==> src/rtl/chg_pkg.sv <==
package chg_pkg;
   typedef enum logic [1:0] {
      CHG_IDLE = 2'd0,
      CHG_RUN  = 2'd1,
      CHG_DONE = 2'd2
   } chg_state_e;
endpackage

==> src/rtl/chg_rate_div.sv <==
// Tick prescaler: passes every base tick in fast mode, one in DIV in slow mode.
module chg_rate_div #(
   parameter int DIV = 5
) (
   input  logic clk,
   input  logic rst_n,
   input  logic clr,
   input  logic en,
   input  logic slow,
   output logic tick_o
);
   localparam int PW = (DIV > 1) ? $clog2(DIV) : 1;
   localparam logic [PW-1:0] LAST = PW'(DIV - 1);

   generate
      if (DIV < 1) begin : g_bad_div
         $error("chg_rate_div: DIV must be at least 1");
      end
      if (DIV == 1) begin : g_pass
         assign tick_o = 1'b1;
      end else begin : g_div
         logic [PW-1:0] phase_q;
         always_ff @(posedge clk or negedge rst_n) begin
            if (!rst_n) begin
               phase_q <= '0;
            end else if (clr) begin
               phase_q <= '0;
            end else if (en && slow) begin
               phase_q <= (phase_q == LAST) ? '0 : phase_q + 1'b1;
            end
         end
         assign tick_o = !slow || (phase_q == LAST);
      end
   endgenerate
endmodule

==> src/rtl/chg_term_timer.sv <==
// Termination counter: counts qualified ticks, flags the tick that reaches the limit.
module chg_term_timer #(
   parameter int W = 16
) (
   input  logic         clk,
   input  logic         rst_n,
   input  logic         clr,
   input  logic         run,
   input  logic         tick,
   input  logic [W-1:0] limit,
   output logic [W-1:0] cnt_o,
   output logic         expire_o
);
   logic [W-1:0] cnt_q;
   logic [W:0]   cnt_inc;

   assign cnt_inc  = {1'b0, cnt_q} + 1'b1;
   assign expire_o = run && tick && (cnt_inc >= {1'b0, limit});
   assign cnt_o    = cnt_q;

   always_ff @(posedge clk or negedge rst_n) begin
      if (!rst_n) begin
         cnt_q <= '0;
      end else if (clr) begin
         cnt_q <= '0;
      end else if (run && tick && !expire_o) begin
         cnt_q <= cnt_inc[W-1:0];
      end
   end
endmodule

==> src/rtl/chg_eoc_latch.sv <==
// Sticky end-of-charge flag; clear has priority over set.
module chg_eoc_latch (
   input  logic clk,
   input  logic rst_n,
   input  logic set,
   input  logic clr,
   output logic q
);
   always_ff @(posedge clk or negedge rst_n) begin
      if (!rst_n) begin
         q <= 1'b0;
      end else if (clr) begin
         q <= 1'b0;
      end else if (set) begin
         q <= 1'b1;
      end
   end
endmodule

==> src/rtl/chg_timer_ctrl.sv <==
module chg_timer_ctrl #(
   parameter int CNT_W    = 16,
   parameter int SLOW_DIV = 5
) (
   input  logic             clk,
   input  logic             rst_n,
   input  logic             start_i,
   input  logic             shdn_i,
   input  logic             hi_pwr_i,
   input  logic             cv_mode_i,
   input  logic             eoc_i,
   input  logic             below_rchg_i,
   input  logic             tmr_dis_i,
   input  logic [CNT_W-1:0] timeout_cnt_i,
   output logic             chg_en_o,
   output logic             stat_pull_o,
   output logic             tmo_o
);
   import chg_pkg::*;

   generate
      if (CNT_W < 1) begin : g_bad_w
         $error("chg_timer_ctrl: CNT_W must be at least 1");
      end
   endgenerate

   chg_state_e     st_q, st_d;
   logic           off, running, slow;
   logic           enter_run, restart, tmr_clr;
   logic           rate_tick, expire, eoc_q;
   logic [CNT_W-1:0] t_cnt;

   assign off       = shdn_i || tmr_dis_i;
   assign running   = (st_q == CHG_RUN) && !off;
   assign slow      = !hi_pwr_i && !cv_mode_i;
   assign enter_run = !off && (((st_q == CHG_IDLE) && start_i) ||
                               ((st_q == CHG_DONE) && (start_i || below_rchg_i)));
   assign restart   = running && expire && below_rchg_i;
   assign tmr_clr   = off || enter_run || restart;

   chg_rate_div #(.DIV(SLOW_DIV)) u_div (
      .clk    (clk),
      .rst_n  (rst_n),
      .clr    (tmr_clr),
      .en     (running),
      .slow   (slow),
      .tick_o (rate_tick)
   );

   chg_term_timer #(.W(CNT_W)) u_tmr (
      .clk      (clk),
      .rst_n    (rst_n),
      .clr      (tmr_clr),
      .run      (running),
      .tick     (rate_tick),
      .limit    (timeout_cnt_i),
      .cnt_o    (t_cnt),
      .expire_o (expire)
   );

   chg_eoc_latch u_eoc (
      .clk   (clk),
      .rst_n (rst_n),
      .set   (running && cv_mode_i && eoc_i),
      .clr   (off || below_rchg_i || enter_run),
      .q     (eoc_q)
   );

   always_comb begin
      st_d = st_q;
      if (off) begin
         st_d = CHG_IDLE;
      end else begin
         unique case (st_q)
            CHG_IDLE: if (start_i) st_d = CHG_RUN;
            CHG_RUN:  if (expire && !below_rchg_i) st_d = CHG_DONE;
            CHG_DONE: if (start_i || below_rchg_i) st_d = CHG_RUN;
            default:  st_d = CHG_IDLE;
         endcase
      end
   end

   always_ff @(posedge clk or negedge rst_n) begin
      if (!rst_n) st_q <= CHG_IDLE;
      else        st_q <= st_d;
   end

   assign chg_en_o    = (st_q == CHG_RUN);
   assign stat_pull_o = (st_q == CHG_RUN) && !eoc_q;
   assign tmo_o       = (st_q == CHG_DONE);
endmodule

==> config.mk <==
export PLATFORM = sky130hd
export DESIGN_NAME = chg_timer_ctrl
export DESIGN_NICKNAME = d
export VERILOG_FILES = /design/src/rtl/chg_pkg.sv /design/src/rtl/chg_rate_div.sv /design/src/rtl/chg_term_timer.sv /design/src/rtl/chg_eoc_latch.sv /design/src/rtl/chg_timer_ctrl.sv
export SDC_FILE = /design/constraint.sdc
export NUM_CORES = 1
export LEC_CHECK = 0
export ABC_CLOCK_PERIOD_IN_PS = 9200
export BUFFER_PORTS_ARGS = -buffer_cell sky130_fd_sc_hd__buf_2
export CAP_MARGIN = 20
export CORE_MARGIN = 8
export CORE_UTILIZATION = 64
export CTS_BUF_LIST = sky130_fd_sc_hd__clkbuf_4 sky130_fd_sc_hd__clkbuf_8
export CTS_CLUSTER_DIAMETER = 80
export DETAILED_ROUTE_END_ITERATION = 12
export PLACE_DENSITY = 0.95
export SYNTH_ARGS = -nofsm -noshare
export SYNTH_HDL_FRONTEND = slang
export SYNTH_SLANG_ARGS = --single-unit
==> constraint.sdc <==
create_clock -name clk -period 9.2 [get_ports clk]
set_input_delay 0 -clock clk [delete_from_list [all_inputs] [get_ports clk]]
set_output_delay 0 -clock clk [all_outputs]
set_load 0.02 [all_outputs]
==> results of run 1 <==
worst max-delay path, cell delays in order, from the launching register on:
cell,delay (ns)
dfrtp_1,0.49
ha_1,0.27
nand3_2,0.17
or2_4,0.33
nor2_4,0.15
nand4_1,0.18
xnor2_1,0.17
ha_1,0.29
a21o_1,0.18
a21oi_1,0.20
o211ai_2,0.12
a211o_4,0.44
a22oi_1,0.21
nor4_1,0.07
dlygate4sd3_1,0.55
layer usage:
metal / GRT usage, % / up-vias / share of wire, %
met5: 0 / - / 0
met4: 6.122 / 0 / 1.7
met3: 2.893 / 7 / 5.3
met2: 30.29 / 50 / 48
met1: 21.92 / 796 / 45
li1: - / 902 / -
worst paths after layout:
| kind | start | endpoint | cells past startpoint | slack, ns |
|---|---|---|---|---|
| max in group asynchronous | rst_n | u_tmr.cnt_o[6] | 2 | 8.70 |
| hold / removal | shdn_i | st_q[0] | 4 | 0.04 |
| setup / recovery | u_tmr.cnt_o[0] | st_q[1] | 14 | 5.28 |
| setup reg to reg | u_tmr.cnt_o[0] | st_q[1] | 14 | 5.28 |
| min in group asynchronous | rst_n | u_div.g_div.phase_q[2] | 2 | 0.16 |
| hold reg to reg | u_div.g_div.phase_q[1] | u_div.g_div.phase_q[1] | 2 | 0.58 |
cells in the mapped netlist, drive strengths merged, types with 3 or more instances:
master	count	share of area, %
nor2	19	3.9
nand3	9	3.1
xnor2	8	3.4
dfrtp	22	27
a211o	3	1.7
o21ai	13	3.2
ha	19	12
xor2	5	2.2
nor3	15	5.0
a21oi	17	4.7
mux2i	6	3.0
clkbuf	4	0.74
inv	21	3.9
o32ai	6	4.8
nand4	6	1.8
or3	7	2.2
nand2	31	6.0
buf	6	2.5
layout make-up:
type	count	area, µm²	area share (%)
clock buffers	4	36.28	1.606
repair buffers	34	202.7	8.970
inverters	21	78.83	3.488
flip-flops and latches	22	550.5	24.36
well taps	44	55.05	2.436
multi-input cells	186	1336	59.14
cells by family (layout without fill, tap and decap cells):
kind of cell               count (synthesis)  in the layout  synth area share, %
and+or+nand+nor                           97             97                26.29
AOI/OAI and AO/OA                         51             51                19.21
buffers and inverters                     31             59                7.143
DFF                                       22             22                27.09
adders and majority gates                 19             19                11.70
xor gates and xnor gates                  13             13                5.603
muxes                                      6              6                2.956
report_power, final:
group / internal [W] / switching, W / leakage (nW)
registers: 0.0000970 / 0.000000457 / 0.307
clock network: 0.0000242 / 0.0000295 / 0.0210
logic: 0.00000903 / 0.0000130 / 0.737
through the flow:
stage               area (µm²)  hold slack, ns  cells  power (W)  worst slack (ns)
floorplan                 2032         -0.2956    239  0.0001098             5.992
global placement          2163        -0.01502    301  0.0001198             5.685
detailed placement        2163       -0.006965    301  0.0001202             5.454
CTS                       2260         0.03111    311  0.0001742             5.275
global route              2260         0.05581    311  0.0001811             5.051
finish                    2260         0.04122    311  0.0001731             5.278
state kept, by name, indices dropped and copies added, names as in the netlist:
signal	cells
u_tmr.cnt_o	16
st_q	2
u_eoc.q	1
u_div.g_div.phase_q	3
repair_timing:
action / in CTS / in global routing
hold buffers: 6 / 0
setup buffers: 0 / 0
hold endpoints to repair: 24 / 0
==> run summary, run 1 <==
Status: complete, no violations
CP max FO: 20
Post-DRT Antenna Nets: 0
Worst-Margin Slew: 0.9661 ns
Synth warnings: 0
WP data required: 9.40 ns
Drt drc: 0
Number of I/O port buffers: 27
Wirelength per Cell: 14.28 µm
Worst hold-check path type: in2reg
Setup TNS: 0 ns
Seq/Total Area, Yosys: 27.09%
Die ar.: 0.005234 mm²
VDD IR max: 0.0001004 V
H-Tree Depth: 1
Mapped Area: 0.002032 mm²
Vias in the first global route: 1709
Crit path kind: reg2reg
DP HPWL: 3353 µm
Finish-stage setup viols: 0
Most frequent cells in the layout: nand2_1 (29), buf_2 (27), dfrtp_1 (22)
Critical path startpoint category: register
Syn nets: 283
Critical path endpoint category: register
Cell variety after synth: 48
CTS Buf Count: 3
Ant. Diodes: 0
Final #Nets: 312
Final wirelength: 4441 µm
Post-synth EDFFs: 0
Post-synth ARST share: 100.0%
Initial antenna violation count: 0
Fmax: 255.0 MHz
Clock buffer depth: 2
Clock Sinks: 22
Unrepaired setup endpoints after global routing: no
# rows: 20
Layout cell share with drive strength beyond 1: 21.35%
Fin util: 74.63%
Static leakage: 1.065 nW
Max-slew violations: 0
Ys flop type: dfrtp_1
Vias per cell: 5.643
Die Ht: 72.35 µm
Clk_skew: 0.008748 ns
Initial core utilization: 67.11%
Pwr/cell area: 76.62 mW/mm²
First-pass GRT wire length: 7672 µm
Max Cap Violations: 0
Commonest non-fill, non-tap cell in the layout: nand2_1
CORE AREA: 0.003028 mm²
Min cycle time layout: 3.922 ns
WP data arrival: 4.12 ns
Root buffer cell: clkbuf_4
DR vias: 1755
Slew headroom: 35.25%
Die width: 72.35 µm
Largest net degree at the start of global routing: 23
Final hold vios: 0
Total gr overflow: 0
Post_cts resized: 0
Filler instances: 228
TritonCTS clock tree: built
Worst-skew pair later-pin latency: 0.32 ns
Synthesized instance count: 239
Clock transition at the registers of the reported paths: 0.11 ns
Starting DRT DRC Count: 136
Synth-to-layout area growth: 11.21%
Final period util: 42.63%
FF+latch count, synth: 22
Router iterations before antenna repair: 4
GP Congestion: 0.8165
Syn avg cell area: 8.502 µm²
Global Route Usage Sum: 17.78%
I/O pins: 28
Power figures use the tool's default switching activity.
==> run 2, diff against run 1 <==
--- a/config.mk
+++ b/config.mk
@@ -5,15 +5,15 @@
 export SDC_FILE = /design/constraint.sdc
 export NUM_CORES = 1
 export LEC_CHECK = 0
-export ABC_CLOCK_PERIOD_IN_PS = 9200
+export ABC_CLOCK_PERIOD_IN_PS = 3600
 export BUFFER_PORTS_ARGS = -buffer_cell sky130_fd_sc_hd__buf_2
 export CAP_MARGIN = 20
 export CORE_MARGIN = 8
-export CORE_UTILIZATION = 64
+export CORE_UTILIZATION = 54
 export CTS_BUF_LIST = sky130_fd_sc_hd__clkbuf_4 sky130_fd_sc_hd__clkbuf_8
 export CTS_CLUSTER_DIAMETER = 80
 export DETAILED_ROUTE_END_ITERATION = 12
-export PLACE_DENSITY = 0.95
+export PLACE_DENSITY = 0.88
 export SYNTH_ARGS = -nofsm -noshare
 export SYNTH_HDL_FRONTEND = slang
 export SYNTH_SLANG_ARGS = --single-unit
==> constraint.sdc (replaced) <==
create_clock -name clk -period 3.6 [get_ports clk]
set_input_delay 0 -clock clk [delete_from_list [all_inputs] [get_ports clk]]
set_output_delay 0 -clock clk [all_outputs]
set_load 0.02 [all_outputs]
==> run summary, run 2 (synthesized netlist as in run 1, its figures left out) <==
Status: complete, no violations
Setup TNS: 0 ns
Die Ht: 77.34 µm
Post_cts resized: 0
Wirelength per Cell: 13.82 µm
Placed cells: 306
Clock buffer depth: 2
Max FFs per register: 16
Slew headroom: 35.05%
CP max FO: 20
Finish-stage setup viols: 0
Worst-skew pair later-pin latency: 0.26 ns
WP data arrival: 3.50 ns
# rows: 22
Post-route non-filler standard cell count: 314
Clock Sinks: 22
Final wirelength: 4339 µm
Crit-path cells: ha_1 -> nand3_2 -> or2_4 -> nor2_4 -> nand4_1 -> xnor2_1 -> ha_1 -> a21o_1 -> a21oi_1 -> o211ai_2 -> a211o_4 -> a21oi_4 -> buf_12 -> o32ai_2
Total gr overflow: 0
Initial core utilization: 55.92%
DP HPWL: 3327 µm
Root buffer cell: clkbuf_8
Global Route Usage Sum: 14.40%
Most frequent cells in the layout: nand2_1 (29), buf_2 (27), dfrtp_1 (22)
I/O pins: 28
TritonCTS clock tree: built
Critical path endpoint category: register
Pwr/cell area: 200.5 mW/mm²
Max Cap Violations: 0
Max-slew violations: 0
Ant. Diodes: 0
Die ar.: 0.005981 mm²
Starting DRT DRC Count: 83
Initial antenna violation count: 0
Fmax: 295.6 MHz
Largest net degree at the start of global routing: 23
Final period util: 93.97%
Clk_skew: 0.003004 ns
Drt drc: 0
Post-DRT Antenna Nets: 0
Worst hold-check path type: in2reg
Worst-path cell with the longest stage delay: dfrtp_1
Crit path kind: reg2reg
Clock transition at the registers of the reported paths: 0.07 ns
First-pass GRT wire length: 7355 µm
Layout cell share with drive strength beyond 1: 21.80%
WP data required: 3.72 ns
Min cycle time layout: 3.383 ns
H-Tree Depth: 1
Final #Nets: 312
Fin util: 62.67%
Power Total: 0.0004566 W
Max incr delay on CP: 0.47 ns
DR vias: 1724
CORE AREA: 0.003633 mm²
Fin Hold WS: 0.008179 ns
Vias per cell: 5.490
Unrepaired setup endpoints after global routing: no
Static leakage: 1.067 nW
Cell repeated most along the worst path: ha_1
Number of I/O port buffers: 27
GP Congestion: 0.8209
Final hold vios: 0
Die width: 77.34 µm
Router iterations before antenna repair: 4
Filler instances: 329
Synth-to-layout area growth: 12.07%
CTS Buf Count: 3
VDD IR max: 0.0002247 V
Commonest non-fill, non-tap cell in the layout: nand2_1
Worst-Margin Slew: 0.9690 ns
Critical path startpoint category: register
Vias in the first global route: 1668
-- run 2: changes by cell type in the layout (fill, tap and decap cells not counted), sizes merged --
cell,delta
buf,+2
dlygate4sd3,-2
clkbuf,-1
-- run 2: worst max-delay path: cells and delay by family, from the launching register on --
| kind | cells | cell delay (ns) |
|---|---|---|
| AOI/OAI and AO/OA | 6 | 1.17 |
| adders and majority gates | 2 | 0.55 |
| buffers and inverters | 1 | 0.18 |
| and+or+nand+nor | 4 | 0.69 |
| DFF | 1 | 0.47 |
| xor gates and xnor gates | 1 | 0.17 |
-- run 2: per-layer routing --
layer / GRT usage, % / routed length [µm] / up-vias
met5: 0 / 0 / -
met3: 2.189 / 222 / 6
li1: - / - / 906
met2: 24.09 / 2002 / 36
met1: 18.27 / 2047 / 776
met4: 5.283 / 66 / 0
-- run 2: final timing paths --
check	startpoint	to	slack, ns	cells past startpoint
max	u_tmr.cnt_o[0]	u_tmr.cnt_o[0]	0.22	14
min	eoc_i	u_eoc.q	0.008	3
max reg2reg	u_tmr.cnt_o[0]	u_tmr.cnt_o[0]	0.22	14
min reg2reg	u_eoc.q	u_eoc.q	0.52	2
max in group asynchronous	rst_n	u_tmr.cnt_o[7]	3.03	2
min in group asynchronous	rst_n	st_q[1]	0.24	2
-- run 2: stage by stage --
stage,area (µm²),setup slack (ns)
finish,2277,0.2173
global route,2277,0.01854
CTS,2257,0.02694
detailed placement,2176,0.05401
global placement,2176,0.1660
floorplan,2032,0.3920
-- run 2: power breakdown --
part           switching, W  leakage, nW  internal (W)
Sequential       0.00000118        0.307      0.000248
Clock             0.0000757       0.0216     0.0000746
Combinational     0.0000332        0.738     0.0000241
-- run 2: cell type report --
class | count | area, µm² | area share (%)
Clock buffer | 3 | 41.29 | 1.813
Multi-Input combinational cell | 186 | 1336 | 58.68
Sequential cell | 22 | 550.5 | 24.18
Inverter | 21 | 78.83 | 3.462
Tap cell | 48 | 60.06 | 2.637
Timing Repair Buffer | 34 | 210.2 | 9.231
-- run 2: what timing repair did --
action / CTS / global route
setup buffers: 0 / 1
hold buffers: 4 / 0
hold endpoints to repair: 23 / 0
setup endpoints to repair: 0 / 16
